## config.mk

```make
export PLATFORM = sky130hd
export DESIGN_NAME = ibus_slot_ctrl
export DESIGN_NICKNAME = d
export VERILOG_FILES = /design/src/rtl/ibus_pkg.sv /design/src/rtl/ibus_edge_det.sv /design/src/rtl/ibus_pos_cnt.sv /design/src/rtl/ibus_round_timer.sv /design/src/rtl/ibus_slot_ctrl.sv
export SDC_FILE = /design/constraint.sdc
export NUM_CORES = 1
export LEC_CHECK = 0
export BUFFER_PORTS_ARGS = -buffer_cell sky130_fd_sc_hd__buf_4
export CAP_MARGIN = 20
export CELL_PAD_IN_SITES_DETAIL_PLACEMENT = 0
export CELL_PAD_IN_SITES_GLOBAL_PLACEMENT = 1
export CORE_MARGIN = 1.5
export CORE_UTILIZATION = 46
export DETAILED_ROUTE_END_ITERATION = 6
export GPL_TIMING_DRIVEN = 0
export PLACE_DENSITY_LB_ADDON = 0.1
export SETUP_SLACK_MARGIN = 0.05
export SLEW_MARGIN = 40
export SYNTH_ARGS = -nofsm -noshare
export SYNTH_HDL_FRONTEND = slang
export SYNTH_SLANG_ARGS = --single-unit
```

## constraint.sdc

```tcl
create_clock -name clk -period 2.72 [get_ports clk]
set_input_delay 0.408 -clock clk [delete_from_list [all_inputs] [get_ports clk]]
set_output_delay 0.408 -clock clk [all_outputs]
set_load 0.01 [all_outputs]
```

## src/rtl/ibus_pkg.sv

```systemverilog
package ibus_pkg;

   localparam int ROLE_MASTER_BIT = 0;
   localparam int ROLE_FOUR_BIT   = 1;

   typedef struct packed {
      logic master;
      logic four;
   } role_t;

   function automatic role_t decode_role(input logic [1:0] sel);
      role_t r;
      r.master = sel[ROLE_MASTER_BIT];
      r.four   = sel[ROLE_FOUR_BIT];
      return r;
   endfunction

endpackage

```

## src/rtl/ibus_edge_det.sv

```systemverilog
module ibus_edge_det #(
   parameter int SYNC_STAGES = 0
) (
   input  logic clk,
   input  logic rst_n,
   input  logic din,
   output logic rise
);

   initial begin
      if (SYNC_STAGES < 0 || SYNC_STAGES > 3)
         $error("ibus_edge_det: SYNC_STAGES must be 0..3");
   end

   logic d_cur;
   logic d_hist;

   generate
      if (SYNC_STAGES == 0) begin : g_direct
         assign d_cur = din;
      end else begin : g_sync
         logic [SYNC_STAGES-1:0] sync_q;
         always_ff @(posedge clk or negedge rst_n) begin
            if (!rst_n) sync_q <= '0;
            else        sync_q <= {sync_q[SYNC_STAGES-2:0], din};
         end
         assign d_cur = sync_q[SYNC_STAGES-1];
      end
   endgenerate

   always_ff @(posedge clk or negedge rst_n) begin
      if (!rst_n) d_hist <= 1'b0;
      else        d_hist <= d_cur;
   end

   assign rise = d_cur & ~d_hist;

endmodule

```

## src/rtl/ibus_pos_cnt.sv

```systemverilog
module ibus_pos_cnt #(
   parameter int BITS_PER_CHAN   = 8,
   parameter int CHANS_PER_FRAME = 32,
   localparam int BIT_W  = $clog2(BITS_PER_CHAN),
   localparam int CHAN_W = $clog2(CHANS_PER_FRAME)
) (
   input  logic              clk,
   input  logic              rst_n,
   input  logic              clr,
   input  logic              start,
   input  logic              step,
   input  logic              frame_mode,
   output logic [BIT_W-1:0]  bit_pos,
   output logic [CHAN_W-1:0] chan_pos,
   output logic              last
);

   localparam logic [BIT_W-1:0]  BMAX = BIT_W'(BITS_PER_CHAN - 1);
   localparam logic [CHAN_W-1:0] CMAX = CHAN_W'(CHANS_PER_FRAME - 1);

   initial begin
      if (BITS_PER_CHAN < 2 || CHANS_PER_FRAME < 2)
         $error("ibus_pos_cnt: BITS_PER_CHAN and CHANS_PER_FRAME must be >= 2");
   end

   logic bit_wrap;
   assign bit_wrap = (bit_pos == BMAX);
   assign last     = bit_wrap && (!frame_mode || chan_pos == CMAX);

   always_ff @(posedge clk or negedge rst_n) begin
      if (!rst_n) begin
         bit_pos  <= '0;
         chan_pos <= '0;
      end else if (clr) begin
         bit_pos  <= '0;
         chan_pos <= '0;
      end else if (start) begin
         bit_pos <= '0;
         if (frame_mode) chan_pos <= '0;
      end else if (step) begin
         if (bit_wrap) begin
            bit_pos  <= '0;
            chan_pos <= (chan_pos == CMAX) ? '0 : chan_pos + 1'b1;
         end else begin
            bit_pos <= bit_pos + 1'b1;
         end
      end
   end

   // bit index wraps to zero after its last value
   a_r9_bit_wrap: assert property (@(posedge clk) disable iff (!rst_n)
      (step && !clr && !start && bit_pos == BMAX) |=> (bit_pos == '0));

   // channel index holds while the bit index is not wrapping
   a_r9_chan_hold: assert property (@(posedge clk) disable iff (!rst_n)
      (step && !clr && !start && bit_pos != BMAX) |=> $stable(chan_pos));

endmodule

```

## src/rtl/ibus_round_timer.sv

```systemverilog
module ibus_round_timer #(
   parameter int BITS_PER_CHAN   = 8,
   parameter int CHANS_PER_FRAME = 32,
   parameter bit MASTER_EN       = 1'b1
) (
   input  logic clk,
   input  logic rst_n,
   input  logic run,
   input  logic frame_mode,
   input  logic four_dev,
   output logic start
);

   localparam int TL_BYTE = BITS_PER_CHAN;
   localparam int TL_FRM  = BITS_PER_CHAN * CHANS_PER_FRAME;
   localparam int PER_MAX = TL_FRM * 4;
   localparam int RC_W    = $clog2(PER_MAX);

   initial begin
      if (PER_MAX < 4)
         $error("ibus_round_timer: round period too short");
   end

   generate
      if (MASTER_EN) begin : g_master
         localparam logic [RC_W-1:0] END_B2 = RC_W'(TL_BYTE * 2 - 1);
         localparam logic [RC_W-1:0] END_B4 = RC_W'(TL_BYTE * 4 - 1);
         localparam logic [RC_W-1:0] END_F2 = RC_W'(TL_FRM * 2 - 1);
         localparam logic [RC_W-1:0] END_F4 = RC_W'(TL_FRM * 4 - 1);

         logic [RC_W-1:0] rc_q;
         logic [RC_W-1:0] rc_end;

         always_comb begin
            unique case ({frame_mode, four_dev})
               2'b00:   rc_end = END_B2;
               2'b01:   rc_end = END_B4;
               2'b10:   rc_end = END_F2;
               default: rc_end = END_F4;
            endcase
         end

         always_ff @(posedge clk or negedge rst_n) begin
            if (!rst_n)               rc_q <= '0;
            else if (!run)            rc_q <= '0;
            else if (rc_q >= rc_end)  rc_q <= '0;
            else                      rc_q <= rc_q + 1'b1;
         end

         assign start = run && (rc_q == '0);

         // a start is never followed directly by another start
         a_r7_no_double_start: assert property (@(posedge clk) disable iff (!rst_n)
            start |=> !start);
      end else begin : g_slave_only
         assign start = 1'b0;
      end
   endgenerate

endmodule

```

## src/rtl/ibus_slot_ctrl.sv

```systemverilog
module ibus_slot_ctrl #(
   parameter int BITS_PER_CHAN   = 8,
   parameter int CHANS_PER_FRAME = 32,
   parameter bit MASTER_EN       = 1'b1,
   parameter int CI_SYNC_STAGES  = 0,
   localparam int BIT_W  = $clog2(BITS_PER_CHAN),
   localparam int CHAN_W = $clog2(CHANS_PER_FRAME)
) (
   input  logic              clk,
   input  logic              rst_n,
   input  logic              ilv_en,
   input  logic              ilv_frame,
   input  logic [1:0]        role_sel,
   input  logic              carry_in,
   output logic              carry_out,
   output logic              rx_oe,
   output logic              tx_se,
   output logic              slot_err,
   output logic [BIT_W-1:0]  bit_pos,
   output logic [CHAN_W-1:0] chan_pos
);

   import ibus_pkg::*;

   role_t role;
   logic  ci_rise;
   logic  m_start;
   logic  slot_start;
   logic  active_q;
   logic  err_q;
   logic  last_bit;

   assign role = decode_role(role_sel);

   ibus_edge_det #(.SYNC_STAGES(CI_SYNC_STAGES)) u_edge (
      .clk   (clk),
      .rst_n (rst_n),
      .din   (carry_in),
      .rise  (ci_rise)
   );

   ibus_round_timer #(
      .BITS_PER_CHAN   (BITS_PER_CHAN),
      .CHANS_PER_FRAME (CHANS_PER_FRAME),
      .MASTER_EN       (MASTER_EN)
   ) u_round (
      .clk        (clk),
      .rst_n      (rst_n),
      .run        (ilv_en && role.master),
      .frame_mode (ilv_frame),
      .four_dev   (role.four),
      .start      (m_start)
   );

   assign slot_start = ilv_en && !active_q &&
                       (role.master ? m_start : ci_rise);

   ibus_pos_cnt #(
      .BITS_PER_CHAN   (BITS_PER_CHAN),
      .CHANS_PER_FRAME (CHANS_PER_FRAME)
   ) u_pos (
      .clk        (clk),
      .rst_n      (rst_n),
      .clr        (!ilv_en),
      .start      (slot_start),
      .step       (active_q),
      .frame_mode (ilv_frame),
      .bit_pos    (bit_pos),
      .chan_pos   (chan_pos),
      .last       (last_bit)
   );

   always_ff @(posedge clk or negedge rst_n) begin
      if (!rst_n)                  active_q <= 1'b0;
      else if (!ilv_en)            active_q <= 1'b0;
      else if (slot_start)         active_q <= 1'b1;
      else if (active_q && last_bit) active_q <= 1'b0;
   end

   always_ff @(posedge clk or negedge rst_n) begin
      if (!rst_n)                           err_q <= 1'b0;
      else if (ilv_en && active_q && ci_rise) err_q <= 1'b1;
   end

   assign slot_err  = err_q;
   assign carry_out = ilv_en && active_q && last_bit;
   assign rx_oe     = !ilv_en || active_q;
   assign tx_se     = !ilv_en || active_q;

   // disabled block owns the bus and never passes the token
   a_r1_disabled: assert property (@(posedge clk) disable iff (!rst_n)
      !ilv_en |-> (rx_oe && tx_se && !carry_out));

   // a slave carry edge outside a turn opens the bus next cycle
   a_r3_open_on_edge: assert property (@(posedge clk) disable iff (!rst_n)
      (ilv_en && !role.master && !active_q && ci_rise) |=> rx_oe);

   // carry out only inside the turn, and never two cycles running
   a_r5_co_in_turn: assert property (@(posedge clk) disable iff (!rst_n)
      carry_out |-> (rx_oe && tx_se));
   a_r5_co_single: assert property (@(posedge clk) disable iff (!rst_n)
      carry_out |=> !carry_out);

   // error flag is sticky
   a_r8_err_sticky: assert property (@(posedge clk) disable iff (!rst_n)
      slot_err |=> slot_err);

endmodule

```

### Yosys cells after proc, flatten, opt, wreduce, memory -nomap -nowiden

Index checks and enable logic that the tools add are counted.

| word-level totals | value |
|---|---|
| bits in registers | 21 |
| output and inout port bits | 12 |
| logic and storage cells | 54 |

| operators by class | value |
|---|---|
| $add $sub $neg | 3 |
| magnitude comparators | 1 |
| equal/unequal tests | 8 |
| mux-type cells | 17 |
| bitwise gates (word level) | 2 |
| reduce and logical (&&, ||, !) cells | 17 |

Operator list:

| kind | count |
|---|---|
| $mux 5 | 6 |
| $pmux 10 s3 | 1 |
| $mux 10 | 2 |
| $mux 3 | 4 |
| $add 10x1->10 const B | 1 |
| $ge 10x10->1 | 1 |
| $logic_not 10->1 | 1 |
| $logic_and 1x1->1 | 9 |
| $ne 3x1->1 const B | 3 |
| $add 5x1->5 const B | 1 |
| $eq 5x5->1 const B | 1 |
| $mux 1 | 4 |
| $add 3x1->3 const B | 1 |
| $eq 3x3->1 const B | 1 |
| $logic_not 1->1 | 3 |
| $ne 3x3->1 const B | 1 |
| $reduce_and 3->1 | 1 |
| $eq 2x1->1 const B | 1 |
| $eq 2x2->1 const B | 1 |
| $logic_not 2->1 | 1 |
| $logic_or 1x1->1 | 2 |
| $and 1x1->1 | 1 |
| $not 1->1 | 1 |

### Depth between registers and ports, before layout

| depth | value |
|---|---|
| word-level depth | 7 |
| depth in mapped cells | 7 |
| gate-level depth less buffers | 7 |

### Hierarchy

From an unflattened synthesis, not the netlist that was laid out.

| second synthesis, totals | value |
|---|---|
| cell total of the unflattened synthesis | 121 |
| area, all modules | 1280.0 um^2 |

Modules (own cells, without submodules):

| module | times used | cells an instance | area an instance (um^2) | seq. area each (um^2) |
|---|---|---|---|---|
| ibus_round_timer | 1 | 60 | 615.6 | 250.2 |
| ibus_pos_cnt | 1 | 46 | 499.2 | 200.2 |
| ibus_slot_ctrl | 1 | 13 | 126.4 | 50.0 |
| ibus_edge_det | 1 | 2 | 38.8 | 25.0 |

### Least setup slack after synthesis

Ideal clock, no wire load.

| timing | value |
|---|---|
| path type | reg2out |
| from | register u_pos.chan_pos[0] |
| to | output carry_out |
| data arrival time | 1.403 ns |
| data required time | 2.312 ns |
| path slack | 0.909 ns |
| stages on the path, launching flop included | 6 |
| cell sequence | dfrtp_1 -> ha_1 -> and3_1 -> ha_1 -> nand2b_1 -> and3_1 |

| on the way | value |
|---|---|
| word-level cells in the longest chain between the ends | 4 |

Ends and longest elaborated chain:

| item | line | RTL |
|---|---|---|
| start, declared | ibus_pos_cnt.sv:14 | `output logic [CHAN_W-1:0] chan_pos,` |
| start signal, assigned | ibus_pos_cnt.sv:43 | `chan_pos <= (chan_pos == CMAX) ? '0 : chan_pos + 1'b1;` |
| $eq 5x5->1 | ibus_pos_cnt.sv:28 | `assign last = bit_wrap && (!frame_mode \|\| chan_pos == CMAX);` |
| $logic_or 1x1->1 | ibus_pos_cnt.sv:28 |  |
| $logic_and 1x1->1 | ibus_pos_cnt.sv:28 |  |
| $logic_and 1x1->1 | ibus_slot_ctrl.sv:86 | `assign carry_out = ilv_en && active_q && last_bit;` |
| end, declared | ibus_slot_ctrl.sv:15 | `output logic carry_out,` |

No other way between the ends.

### Worst setup path in the final report

Ends and elaborated chain as after synthesis.

==> flow_summary_export.csv <==
group,metric,value,unit
run_status,outcome,"finished, final reports clean",
power,p_int,412,µW
hold_path,whs_path_depth,1,
global_route,antenna_found_initial,0,
sta,setup_ws,0.408,ns
cells_and_area,fin_nets,168,
cts,clk_path_buf_depth,2,
sta,min_period,2.31,ns
cts,clk_pin_slew,0.12,ns
worst_setup_path,crit_type,"flop to output pin",
cts,numCtsBuffers,3,
global_route,grt_pass1_wl,3800,µm
worst_setup_path,end_kind,"output pin",
power,peakVddDrop,0.000281,V
drt,route.detailed.drc,0,
cts,cts.repair.resized,0,
global_route,grt_overflow,0,
cells_and_area,areaGrowthSynthToFinish,16.9,%
synth,synth_area_per_cell,9.94,µm²
worst_setup_path,crit_required,2.31,ns
power,p_comb_frac,0.137,
sta,max_freq,432,MHz
synth,synth_top_area_frac,0.423,
drt,drtPass1Iterations,2,
global_route,grt_max_degree,22,
sta,maxSlewHeadroom,0.762,
floorplanning,core.rowCount,18,
cts,cts.sinks,21,
floorplanning,fp.dieArea,3020,µm²
worst_setup_path,start_kind,"flop",
power,power_density,383,nW/µm²
cells_and_area,drive_gt1_frac,0.209,
power,switchingPower,145,µW
global_route,first_global_vias,893,
placement,pre_cts_slack,0.722,ns
synth,ys_types,41,
job,max_cap_viol_count,0,
floorplanning,dieWidth,55.0,µm
power,p_clk_frac,0.272,
placement,place_area,1420,µm²
drt,wl_per_cell,13.2,µm
synth,yosysTopAreaCell,"dfrtp_1",
synth,synth_area_leaders,"dfrtp_1 42%, ha_1 12%, nor2_1 5.4%",
drt,num_vias,966,
global_route,grt_usage,0.180,
drt,routed_wl,2350,µm
cts,cts_tree,"done",
placement,place.detailed.hpwl,1790,µm
cts,cts_root_buf,"clkbuf_4",
synth,synth_nets,144,
synth,ys_warn_count,0,
hold_path,hold_class,"input port to flop",
sta,slew_violations,0,
cells_and_area,final-seq-area,526,µm²
synth,ys_ff_latch,21,
sta,finalHoldViolCount,0,
sta,rsz0062_at_grt,"no",
sta,finalHoldWorstSlack,0.221,ns
worst_setup_path,crit_arrival,1.90,ns
drt,ant_nets,0,
power,switching_share,0.261,
synth,syn-instance-count,125,
sta,tightest_slew,0.348,ns
floorplanning,fp.dieH,55.0,µm
synth,yosysSeqAreaShare,0.423,
power,p_leak,0.000724,µW
sta,final-setup-viol-count,0,
drt,detail_route.vias_per_cell,5.43,
cts,worstSkewPairLatency,0.30,ns
power,total_power,557,µW
power,pwr-share-seq,0.591,
worst_setup_path,r2r_cells,6,
floorplanning,start_util,0.493,
floorplanning,coreArea,2520,µm²
sta,setup_tns,0,ns
sta,post-route-period-util,0.850,
cells_and_area,diodes,0,
cells_and_area,multi_input_area,671,µm²
drt,drt_iter0_markers,1,
placement,place_congestion,0.755,
placement,portBuffers,18,
synth,syn_area,1240,µm²
cells_and_area,postLayoutCellArea,1450,µm²
sta,finalClockSkew,0.00262,ns
worst_setup_path,path_max_fanout,5,
floorplanning,pin_count,19,
cells_and_area,final.fill_count,229,
cts,ctsHtreeMaxLevel,1,
==> critical path: stages, from the launching register on <==
cell	delay, ns
dfrtp_1	0.44
ha_1	0.26
and3_1	0.19
ha_1	0.22
nand2b_1	0.17
and3_1	0.18
buf_4	0.14
==> cell type report <==
cell class,instances,area share
Sequential cell,21,0.362
Timing Repair Buffer,19,0.0999
Clock inverter,1,0.00345
Clock buffer,3,0.0155
Inverter,7,0.0181
Buffer,4,0.0138
Multi-Input combinational cell,93,0.462
Tap cell,30,0.0258
==> repair_timing <==
action / 4_1_cts / 5_1_grt
setup buffers: 0 / 0
endpoints found under the hold margin: 21 / 0
hold buffers: 1 / 0
==> state kept, by name (all words and copies together) (netlist names) <==
signal / flops
slot_err: 1
u_edge.d_hist: 1
u_round.g_master.rc_q: 10
u_pos.chan_pos: 5
u_pos.bit_pos: 3
active_q: 1
==> path summary, 6_finish.rpt <==
check,startpoint,to,slack (ns)
setup / recovery,u_pos.chan_pos[0],carry_out,0.41
hold / removal,carry_in,u_edge.d_hist,0.22
setup reg to reg,u_round.g_master.rc_q[4],u_round.g_master.rc_q[3],0.89
hold reg to reg,slot_err,slot_err,0.50
max in group asynchronous,rst_n,u_round.g_master.rc_q[1],1.99
min in group asynchronous,rst_n,u_pos.chan_pos[4],0.51
==> power by group through the flow <==
stage / Sequential [µW] / Clock (µW) / Combinational (µW)
after floorplan: 336 / 0 / 37.6
after global placement: 335 / 0 / 75.0
after detailed placement: 335 / 0 / 77.3
after CTS: 329 / 158 / 78.7
after global routing: 331 / 169 / 86.4
final: 329 / 152 / 76.3
==> per-layer routing <==
layer  wire length (µm)  GRT usage  vias to the layer above
li1                   -          -                      492
met4                 27     0.0732                        0
met3                 69     0.0323                        4
met2               1180      0.323                       14
met1               1070      0.210                      456
met5                  0          0                        -
==> cell usage after synthesis <==
cell type,n
inv_1,7
nor2_1,18
clkbuf_1,2
o311a_1,1
nor4bb_1,1
a22oi_1,1
nand4_1,3
or4_4,2
a2111oi_0,1
nor3_4,1
or2_1,1
a22o_1,3
a21o_1,3
xnor2_1,3
nand3_1,5
buf_2,1
and2_1,1
nor2b_1,1
a31o_2,1
nand4bb_1,1
nand3b_1,1
nor2_2,1
a32o_1,2
ha_1,12
and3_1,2
buf_4,1
nand2_1,8
or4_1,1
nand2b_1,2
and4_1,1
o21ai_1,1
o21ai_0,2
or2_2,1
o211ai_1,1
xor2_1,5
o21ai_2,1
nor3b_1,1
dfrtp_1,21
a21oi_1,2
a21boi_1,1
or3b_1,1
==> metrics by stage <==
step | utilization | instances
6_report | 0.576 | 178
5_1_grt | 0.576 | 178
4_1_cts | 0.576 | 178
3_5_place_dp | 0.561 | 173
3_3_place_gp | 0.561 | 173
2_1_floorplan | - | 125
==> cell usage in the layout (no fill, tap or decap), drive strengths merged, types with 3 or more instances in the layout <==
master  netlist  final
a21o          3      3
a22o          3      3
buf           2     20
clkbuf        2      5
dfrtp        21     21
ha           12     12
inv           7      7
nand2         8      8
nand3         5      5
nand4         3      3
nor2         19     19
o21ai         4      4
or4           3      3
xnor2         3      3
xor2          5      5
==> cells by family after synthesis <==
group | Yosys count | synth area share
adders and majority gates | 12 | 0.121
xor gates and xnor gates | 8 | 0.0564
and+or+nand+nor | 53 | 0.240
buffers and inverters | 11 | 0.0373
AOI/OAI and AO/OA | 20 | 0.123
DFF | 21 | 0.423
Note: power is estimated with default switching activity, not from simulation.
